[config.mk]
export PLATFORM = sky130hd
export DESIGN_NAME = booth_mult
export DESIGN_NICKNAME = d
export VERILOG_FILES = /design/src/rtl/booth_pkg.sv /design/src/rtl/booth_recode.sv /design/src/rtl/booth_addsub.sv /design/src/rtl/booth_seq_ctrl.sv /design/src/rtl/booth_mult.sv
export SDC_FILE = /design/constraint.sdc
export NUM_CORES = 1
export LEC_CHECK = 0
export ABC_CLOCK_PERIOD_IN_PS = 2300
export CORE_MARGIN = 5
export CORE_UTILIZATION = 53
export DETAILED_ROUTE_END_ITERATION = 10
export PLACE_DENSITY_LB_ADDON = 0.05
export SETUP_SLACK_MARGIN = 0.2
export SLEW_MARGIN = 15
export SYNTH_ARGS = -nofsm -noshare
export SYNTH_HDL_FRONTEND = slang
export SYNTH_SLANG_ARGS = --single-unit
[constraint.sdc]
create_clock -name clk -period 2.3 [get_ports clk]
set_input_delay 0.345 -clock clk [delete_from_list [all_inputs] [get_ports clk]]
set_output_delay 0.345 -clock clk [all_outputs]
set_load 0.03 [all_outputs]
[src/rtl/booth_pkg.sv]
package booth_pkg;
  typedef enum logic [1:0] {
    BOP_KEEP = 2'd0,
    BOP_ADD  = 2'd1,
    BOP_SUB  = 2'd2
  } booth_op_e;
endpackage

[src/rtl/booth_recode.sv]
module booth_recode
  import booth_pkg::*;
(
  input  logic      cur_bit,
  input  logic      prev_bit,
  output booth_op_e op
);
  // 10: start of a run of ones -> subtract; 01: end of run -> add
  always_comb begin
    unique case ({cur_bit, prev_bit})
      2'b10:   op = BOP_SUB;
      2'b01:   op = BOP_ADD;
      default: op = BOP_KEEP;
    endcase
  end
endmodule

[src/rtl/booth_addsub.sv]
module booth_addsub
  import booth_pkg::*;
#(
  parameter int W = 9
) (
  input  logic [W-1:0] acc,
  input  logic [W-1:0] mcand,
  input  booth_op_e    op,
  output logic [W-1:0] sum
);
  always_comb begin
    unique case (op)
      BOP_ADD: sum = acc + mcand;
      BOP_SUB: sum = acc + (~mcand) + W'(1);
      default: sum = acc;
    endcase
  end
endmodule

[src/rtl/booth_seq_ctrl.sv]
module booth_seq_ctrl #(
  parameter int STEPS = 8,
  localparam int CW = $clog2(STEPS + 1)
) (
  input  logic clk,
  input  logic rst_n,
  input  logic start,
  output logic load,
  output logic step,
  output logic busy,
  output logic done
);
  logic [CW-1:0] sc;

  assign load = start & ~busy;
  assign step = busy;

  always_ff @(posedge clk or negedge rst_n) begin
    if (!rst_n) begin
      sc   <= '0;
      busy <= 1'b0;
      done <= 1'b0;
    end else begin
      done <= 1'b0;
      if (load) begin
        sc   <= CW'(STEPS);
        busy <= 1'b1;
      end else if (busy) begin
        sc <= sc - CW'(1);
        if (sc == CW'(1)) begin
          busy <= 1'b0;
          done <= 1'b1;
        end
      end
    end
  end
endmodule

[src/rtl/booth_mult.sv]
module booth_mult
  import booth_pkg::*;
#(
  parameter int WIDTH = 8,
  localparam int AW = WIDTH + 1,
  localparam int PW = 2 * WIDTH
) (
  input  logic             clk,
  input  logic             rst_n,
  input  logic             start,
  input  logic [WIDTH-1:0] mcand,
  input  logic [WIDTH-1:0] mplier,
  output logic             busy,
  output logic             done,
  output logic [PW-1:0]    product
);
  logic [AW-1:0]    br_q;   // sign-extended multiplicand
  logic [AW-1:0]    ac_q;   // accumulator with guard bit
  logic [WIDTH-1:0] qr_q;
  logic             qx_q;
  logic [AW-1:0]    sum;
  booth_op_e        op;
  logic             load, step;

  booth_seq_ctrl #(.STEPS(WIDTH)) u_ctrl (
    .clk(clk), .rst_n(rst_n), .start(start),
    .load(load), .step(step), .busy(busy), .done(done)
  );

  booth_recode u_rec (.cur_bit(qr_q[0]), .prev_bit(qx_q), .op(op));

  booth_addsub #(.W(AW)) u_as (.acc(ac_q), .mcand(br_q), .op(op), .sum(sum));

  always_ff @(posedge clk or negedge rst_n) begin
    if (!rst_n) begin
      br_q <= '0;
      ac_q <= '0;
      qr_q <= '0;
      qx_q <= 1'b0;
    end else if (load) begin
      br_q <= {mcand[WIDTH-1], mcand};
      ac_q <= '0;
      qr_q <= mplier;
      qx_q <= 1'b0;
    end else if (step) begin
      ac_q <= {sum[AW-1], sum[AW-1:1]};
      qr_q <= {sum[0], qr_q[WIDTH-1:1]};
      qx_q <= qr_q[0];
    end
  end

  assign product = {ac_q[WIDTH-1:0], qr_q};
endmodule

==> results of run 1 <==
==> worst paths after layout <==
kind | end | slack, ps | startpoint
max | ac_q[3] | 250 | ac_q[0]
max in group asynchronous | ac_q[0] | 1540 | rst_n
min in group clk | u_ctrl.done | 500 | u_ctrl.sc[3]
min | ac_q[2] | 450 | rst_n
max reg2reg | ac_q[3] | 250 | ac_q[0]
min reg2reg | u_ctrl.done | 500 | u_ctrl.sc[3]
==> report_power, final <==
group / internal, mW / total, mW / switching, mW
combinational: 1.43 / 3.23 / 1.80
sequential: 0.816 / 1.06 / 0.246
clock: 0.350 / 0.561 / 0.211
==> cell usage in the layout, fill, tap and decap left out, drive strengths merged, types with 3 or more instances in the layout <==
master         count
o21ai             26
inv               16
a32oi              3
nand2             25
buf               13
xnor2              3
ha                20
nor3               7
nand2b             5
mux2i              7
nor2              10
a221oi             3
nor3b              3
nand3              3
a21oi              8
clkdlybuf4s50     36
nor2b             10
dfrtp             31
o31ai              6
clkbuf             6
==> cells by family (layout without fill, tap and decap cells) <==
logic type	Yosys count	count (layout)	share of synthesized area [%]
buffers and inverters	32	73	6.09
muxes	9	9	4.18
AOI/OAI and AO/OA	73	73	22.7
and+or+nand+nor	72	72	17.0
adders and majority gates	22	22	13.1
DFF	31	31	35.0
xor gates and xnor gates	5	5	1.98
==> flip-flops by register name, indices dropped and copies added (netlist names) <==
register	flops
u_ctrl.busy	1
qx_q	1
ac_q	8
u_ctrl.sc	4
br_q	8
u_ctrl.done	1
qr_q	8
==> per-stage QoR <==
stage / utilization, % / total power [mW]
after CTS: 68.2 / 4.75
after global placement: 65.2 / 4.08
after detailed placement: 65.2 / 4.15
after global routing: 69.4 / 5.26
after floorplan: - / 3.33
final: 69.4 / 4.85
==> final cells by class <==
type	instances	area [um2]	share of cell area, %
tap	50	62.6	2.24
clock inverter	2	35.0	1.25
multi-input combinational	181	1320	47.2
sequential	31	778	27.8
inverter	16	60.1	2.15
timing repair buffer	49	458	16.4
clock buffer	6	82.6	2.95
==> timing repair <==
action | in CTS | in global routing
gates resized for setup | 2 | 6
buffers inserted | 0 | 5
endpoints found under the setup margin | 3 | 5
pin swaps | 0 | 1
==> critical path, delay by kind of cell, from the launching register on <==
kind                     cells  cell delay, ps
AO/OA/AOI/OAI                5             880
adder cells (fa/ha/maj)      2             510
buffers and inverters        2             110
flip-flops                   1             430
==> routing by layer <==
| layer | GRT usage (%) | part of all wire (%) |
|---|---|---|
| met1 | 27.6 | 46 |
| met2 | 31.5 | 46 |
| met3 | 5.74 | 6.0 |
| met4 | 8.30 | 2.5 |
| met5 | 0 | 0 |
==> impl_metrics.toml, run 1 <==
[status]
status = "finished clean"

[critical_path]
cp.required_ps = 2470
crit_arrival_ps = 2220
cp_slowest_cell = "dfrtp_2"
endpoint_kind = "flip-flop"
r2r_cells = 9
cp-start-kind = "flip-flop"
cp_max_fo = 4
max_stage_delay_ps = 430
crit_chain = "inv_2, ha_2, inv_1, fa_2, a21o_1, a211o_1, a31o_1, a21oi_1, o21ai_1"
critPathKind = "reg2reg"

[place]
placed_area_um2 = 2630
dpl.cell_count = 322
io_buffer_count = 36
gp_congestion = 0.831
place_ws_ps = 181
dp_hpwl_um = 3810

[global_routing]
track_usage_pct = 20.6
grt_max_degree = 37
grt_pass1_vias = 1908
antenna_found_initial = 0
grt_first_pass_wirelength_um = 8700
overflow = 0

[routing]
vias_per_cell = 5.73
drt_pre_antenna_iters = 4
wl_um = 5320
drc = 0
ant_nets = 0
routed-via-count = 1918
drtIter0Drc = 135
wl_per_cell_um = 15.9

[clock_tree]
htreeDepth = 2
cts_sinks = 31
clkSlewWorstSetupHoldPaths_ps = 60
clkLatencyLatePin_ps = 290
cts_hold_buf = 0
cts-buffers-inserted = 5
cts-root-buf = "clkbuf_8"
max-clock-path-buffers = 2
cts_tree = "done"

[layout]
final_area_um2 = 2800
fillers = 341
area_growth_pct = 26.1
antenna_cells = 0
instances_no_fill = 335
drive_gt1_share_pct = 13.0
nets = 325

[sta]
worst_pin_slew_ps = 521
rsz0062_at_grt = "true"
finalCriticalPeriod_ps = 2050
setup_tns_ps = 0
finalHoldViolations = 0
skew_ps = 5.54
clock.fmax_mhz = 488
holdWs_ps = 450
min_period_over_period_pct = 89.1
setup_viol = 0
relSlewSlack_pct = 65.3
final_max_slew_viol_count = 0
setup_ws_ps = 251

[logic_synthesis]
synth_area_leader_cell = "dfrtp_1"
ys_types = 57
syn-num-nets = 285
postSynthAreaPerCell_um2 = 9.09
synth_top_area_share_pct = 35.0
synth_edf_count = 0
synth_flop_cell = "dfrtp_1"
synth_seq_cells = 31
syn_area_um2 = 2220
synth_commonest_cells = "dfrtp_1, nand2_1, o21ai_0"
ys_seq_area_share_pct = 35.0
ys.warnings.count = 0
async_flop_share_pct = 100
yosys-top-cells-area = "dfrtp_1, ha_1, o21ai_0"
postSynthCellCount = 244
yosysMostFrequentCell = "dfrtp_1"

[floorplan]
die_area_um2 = 5580
coreArea_um2 = 4030
num_io_pins = 37
die_w_um = 74.7
dieHeight_um = 74.7
start_util_pct = 55.0
row_count = 23

[job]
cap_violations = 0

[hold_path]
holdCritPathClass = "in2async"

[power_and_ir_drop]
p_per_area_nw_per_um2 = 1740
ir_worst_vdd_mv = 1.01
p_leak_nw = 1.23
Note: power is estimated with default switching activity, not from simulation.
==> run 2: changes to the inputs <==
--- a/config.mk
+++ b/config.mk
@@ -7,11 +7,13 @@
 export LEC_CHECK = 0
 export ABC_CLOCK_PERIOD_IN_PS = 2300
 export CORE_MARGIN = 5
-export CORE_UTILIZATION = 53
+export CORE_UTILIZATION = 55
+export CTS_CLUSTER_SIZE = 25
 export DETAILED_ROUTE_END_ITERATION = 10
 export PLACE_DENSITY_LB_ADDON = 0.05
 export SETUP_SLACK_MARGIN = 0.2
 export SLEW_MARGIN = 15
 export SYNTH_ARGS = -nofsm -noshare
 export SYNTH_HDL_FRONTEND = slang
+export SYNTH_HIERARCHICAL = 1
 export SYNTH_SLANG_ARGS = --single-unit
==> impl_metrics.toml, run 2 <==
[critical_path]
cp-start-kind = "flip-flop"
endpoint = "ac_q[7]"
endpoint_kind = "flip-flop"
cp_max_fo = 3
r2r-end = "ac_q[7]"
regToRegSetupSlack_ps = 90
crit_start = "ac_q[0]"
reg2reg_from = "ac_q[0]"
cp.required_ps = 2470
r2r_cells = 11
critPathKind = "reg2reg"
crit_arrival_ps = 2380

[status]
status = "finished clean"

[layout]
reg_top3 = "ac_q: 8 flops, br_q: 8 flops, qr_q: 8 flops"
antenna_cells = 0
layout_commonest_cell = "clkdlybuf4s50_1"
fillers = 308
final_area_um2 = 3270
instances_no_fill = 373
layout_common_cells = "clkdlybuf4s50_1, buf_4, dfrtp_1"
drive_gt1_share_pct = 25.2
postLayoutCoreUtil_pct = 75.0
nets = 361
area_growth_pct = 31.7

[power_and_ir_drop]
ir_worst_vdd_mv = 0.926
p_leak_nw = 1.52
total_power_mw = 5.55
p_per_area_nw_per_um2 = 1700

[logic_synthesis]
postSynthAreaPerCell_um2 = 9.39
syn-num-nets = 305
async_flop_share_pct = 100
synth_area_leader_cell = "dfrtp_1"
ys_seq_area_share_pct = 31.3
syn_area_um2 = 2480
synth_commonest_cells = "dfrtp_1, inv_1, mux2i_1"
ys_types = 53
yosys-top-cells-area = "dfrtp_1, ha_1, mux2i_1"
synth_top_area_share_pct = 31.3
ys.warnings.count = 6
synth_flop_cell = "dfrtp_1"
synth_seq_cells = 31
postSynthCellCount = 264
yosysMostFrequentCell = "dfrtp_1"
synth_edf_count = 0

[sta]
clock.fmax_mhz = 453
finalHoldViolations = 0
setup_viol = 0
skew_ps = 8.83
holdWs_ps = 455
relSlewSlack_pct = 74.3
final_max_slew_viol_count = 0
worst_pin_slew_ps = 376
setup_ws_ps = 94.3
finalCriticalPeriod_ps = 2210
rsz0062_at_grt = "true"
min_period_over_period_pct = 95.9
setup_tns_ps = 0

[floorplan]
dieHeight_um = 77.2
num_io_pins = 37
die_area_um2 = 5950
row_count = 24
coreArea_um2 = 4350
die_w_um = 77.2
start_util_pct = 57.0

[routing]
routed-via-count = 2193
drc = 0
wl_per_cell_um = 16.5
drt_pre_antenna_iters = 4
ant_nets = 0
drtIter0Drc = 249
wl_um = 6160
vias_per_cell = 5.88

[place]
dp_hpwl_um = 4270
gp_congestion = 0.848
place_ws_ps = 53.9
placed_area_um2 = 3030
dpl.cell_count = 352
io_buffer_count = 36

[clock_tree]
max-clock-path-buffers = 2
htreeDepth = 2
clkLatencyLatePin_ps = 280
cts-buffers-inserted = 5
cts_tree = "done"
cts_sinks = 31
cts_hold_buf = 0
clkSlewWorstSetupHoldPaths_ps = 70
cts-root-buf = "clkbuf_8"

[global_routing]
overflow = 0
grt_max_degree = 32
grt_pass1_vias = 2150
grt_first_pass_wirelength_um = 10300
track_usage_pct = 21.0
antenna_found_initial = 0

[hold_path]
holdCritPathClass = "in2async"

[job]
cap_violations = 0
==> run 2: changes by cell type after synthesis, sizes merged, moves of 7 or more <==
cell / before / now
mux2i: 7 / 21
o21ai: 26 / 16
nand2: 25 / 17
nor2: 10 / 18
inv: 16 / 23
mux2: 2 / 9
==> run 2: timing repair <==
item | 4_1_cts | 5_1_grt
resized for setup | 6 | 5
setup buffers | 12 | 1
pin swaps | 7 | 2
setup endpoints to repair | 4 | 8
==> run 2: layout make-up <==
type | count | area [um2] | share of cell area [%]
inverters | 23 | 86.3 | 2.64
flip-flops and latches | 31 | 785 | 24.0
multi-input cells | 193 | 1630 | 50.0
well taps | 52 | 65.1 | 1.99
repair buffers | 66 | 598 | 18.3
clock buffers | 8 | 100 | 3.06
==> run 2: routing by layer <==
layer / GRT usage (%) / share of wire, % / vias to the layer above
li1: - / - / 1052
met1: 30.1 / 46 / 1052
met2: 31.7 / 47 / 77
met3: 3.86 / 5.9 / 12
met4: 6.70 / 1.3 / 0
met5: 0 / 0 / -
==> run 2: worst min-delay path by stage <==
| stage | depth (start not counted) | slack, ps | endpoint |
|---|---|---|---|
| after floorplan | 0 | 50 | ac_q[0] |
| after global placement | 1 | 490 | u_ctrl/done |
| after detailed placement | 1 | 500 | u_ctrl/done |
| after CTS | 2 | 460 | qr_q[6] |
| after global routing | 2 | 490 | qr_q[6] |
| final | 2 | 450 | qr_q[6] |
==> run 2: power by group <==
part           total (mW)  leakage, nW  switching (mW)  internal, mW
registers            1.02        0.377           0.207         0.809
clock network       0.475       0.0515           0.202         0.273
logic                4.05         1.09            2.10          1.96
==> run 2: logic make-up (layout without fill, tap and decap cells) <==
kind of cell,after synthesis,count (layout),synth area share [%]
AOI/OAI and AO/OA,66,66,19.3
xor gates and xnor gates,1,1,0.353
adders and majority gates,22,22,11.7
buffers and inverters,40,97,8.27
DFF,31,31,31.3
muxes,30,30,13.3
and+or+nand+nor,74,74,15.7
==> run 2: worst max-delay path, cell delays in order, from the launching register on <==
cell	delay, ps
dfrtp_2	420
inv_2	70
ha_4	120
inv_2	30
fa_2	350
a21oi_4	150
o211ai_1	130
a2111oi_2	360
nor4_1	90
nand4b_1	170
mux2i_1	140
nor2_1	50
==> run 3: changes to the inputs <==
--- a/config.mk
+++ b/config.mk
@@ -8,9 +8,9 @@
 export ABC_CLOCK_PERIOD_IN_PS = 2300
 export CORE_MARGIN = 5
 export CORE_UTILIZATION = 55
-export CTS_CLUSTER_SIZE = 25
+export CTS_CLUSTER_SIZE = 16
 export DETAILED_ROUTE_END_ITERATION = 10
-export PLACE_DENSITY_LB_ADDON = 0.05
+export PLACE_DENSITY = 0.81
 export SETUP_SLACK_MARGIN = 0.2
 export SLEW_MARGIN = 15
 export SYNTH_ARGS = -nofsm -noshare
==> impl_metrics.toml, run 3 (synthesized netlist as in run 2, its figures left out) <==
[status]
status = "finished clean"

[critical_path]
crit_cells = 11
crit_top_cell = "inv_2"
cp.required_ps = 2470
cp.buffers_inverters = 2
endpoint_kind = "flip-flop"
reg2reg_from = "ac_q[0]"
cp-start-kind = "flip-flop"
endpoint = "ac_q[7]"
r2r_cells = 11
cp_max_fo = 3
crit_arrival_ps = 2430
crit_chain = "inv_2, ha_4, inv_2, fa_2, a21oi_2, o211ai_1, a2111oi_2, nor4_1, nand4b_1, mux2i_1, nor2_1"
path_delay_family = "compound AO/OA/AOI/OAI gates"
max_stage_delay_ps = 420
cp_slowest_cell = "dfrtp_2"
crit_start = "ac_q[0]"
regToRegSetupSlack_ps = 40
r2r-end = "ac_q[7]"
critPathKind = "reg2reg"

[sta]
worst_pin_slew_ps = 465
finalCriticalPeriod_ps = 2260
final_max_slew_viol_count = 0
skew_ps = 5.58
finalHoldViolations = 0
setup_ws_ps = 41.1
min_period_over_period_pct = 98.2
holdWs_ps = 477
setup_tns_ps = 0
setup_viol = 0
relSlewSlack_pct = 68.2
clock.fmax_mhz = 443
rsz0062_at_grt = "true"

[clock_tree]
max-clock-path-buffers = 2
clkSlewWorstSetupHoldPaths_ps = 70
cts_sinks = 31
htreeDepth = 2
clkLatencyLatePin_ps = 280
cts-root-buf = "clkbuf_8"
cts_tree = "done"
cts-buffers-inserted = 5

[routing]
wl_um = 6480
drc = 0
routed-via-count = 2293
wl_per_cell_um = 17.6
drtIter0Drc = 271
ant_nets = 0
vias_per_cell = 6.21
drt_pre_antenna_iters = 5

[layout]
final_area_um2 = 3290
multi_input_area_um2 = 1690
layout_commonest_cell = "clkdlybuf4s50_1"
drive_gt1_share_pct = 27.1
seq_area_um2 = 786
instances_no_fill = 369
antenna_cells = 0
layout_common_cells = "clkdlybuf4s50_1, buf_4, dfrtp_1"
fillers = 253
postLayoutCoreUtil_pct = 75.6
area_growth_pct = 32.7
nets = 357
reg_top3 = "ac_q: 8 flops, br_q: 8 flops, qr_q: 8 flops"

[place]
gp_congestion = 0.880
placed_area_um2 = 3020
place_ws_ps = 31.0
io_buffer_count = 36
dp_hpwl_um = 4260
dpl.cell_count = 351

[global_routing]
grt_first_pass_wirelength_um = 10200
overflow = 0
track_usage_pct = 20.7
antenna_found_initial = 0
grt_pass1_vias = 2243
grt_max_degree = 32

[floorplan]
die_w_um = 77.2
start_util_pct = 57.0
coreArea_um2 = 4350
dieHeight_um = 77.2
die_area_um2 = 5950
num_io_pins = 37
row_count = 24

[power_and_ir_drop]
pwr-share-seq_pct = 19.4
p_clk_share_pct = 8.2
p_per_area_nw_per_um2 = 1710
ir_worst_vdd_mv = 0.979
p_int_mw = 3.02
pwr-share-comb_pct = 72.4
total_power_mw = 5.63
sw_frac_of_total_pct = 46.4
power.net_switching_mw = 2.61
p_leak_nw = 1.51

[job]
cap_violations = 0

[hold_path]
holdCritPathClass = "in2async"
==> run 3: cell count changes in the layout (fill, tap and decap cells not counted), sizes merged <==
cell | before | now
buf | 30 | 26
==> run 3: per-layer routing <==
metal  global-route usage (%)  vias up  wire length [um]
met5                        0        -                 0
met2                     34.2      117              3140
met1                     27.3     1105              2780
met3                     4.45       23               424
li1                         -     1048                 -
met4                     5.67        0               142
==> run 3: timing repair <==
item	4_1_cts	5_1_grt
setup endpoints to repair	5	8
setup buffers	9	1
pin swaps	10	1
hold buffers	0	0
gates resized for setup	10	13
==> run 3: final cells by class <==
type / count / share of cell area (%)
multi-input combinational: 193 / 51.4
sequential: 31 / 23.9
timing repair buffer: 62 / 17.1
clock buffer: 8 / 3.04
inverter: 23 / 2.62
tap: 52 / 1.98
==> run 3: how the worst min path moves through the flow <==
stage / from / end / slack, ps
floorplan: rst_n / ac_q[0] / 50
global placement: u_ctrl/sc[3] / u_ctrl/done / 500
detailed placement: u_ctrl/sc[3] / u_ctrl/done / 510
CTS: rst_n / u_ctrl/sc[2] / 480
global route: rst_n / qr_q[6] / 520
finish: rst_n / qr_q[2] / 480
==> run 3: power groups by stage <==
stage | clock network, mW | registers (mW) | logic (mW)
finish | 0.463 | 1.09 | 4.08
global route | 0.511 | 1.14 | 4.35
CTS | 0.478 | 1.09 | 3.77
detailed placement | 0 | 1.09 | 3.53
global placement | 0 | 1.08 | 3.46
floorplan | 0 | 1.29 | 2.49
==> run 3: worst register-to-register path, delay by kind of cell (launching register included) <==
| family | cells | cell delay [ps] |
|---|---|---|
| AOI/OAI and AO/OA | 3 | 680 |
| buffers and inverters | 2 | 110 |
| muxes | 1 | 160 |
| adders and majority gates | 2 | 470 |
| DFF | 1 | 420 |
| and+or+nand+nor | 3 | 330 |
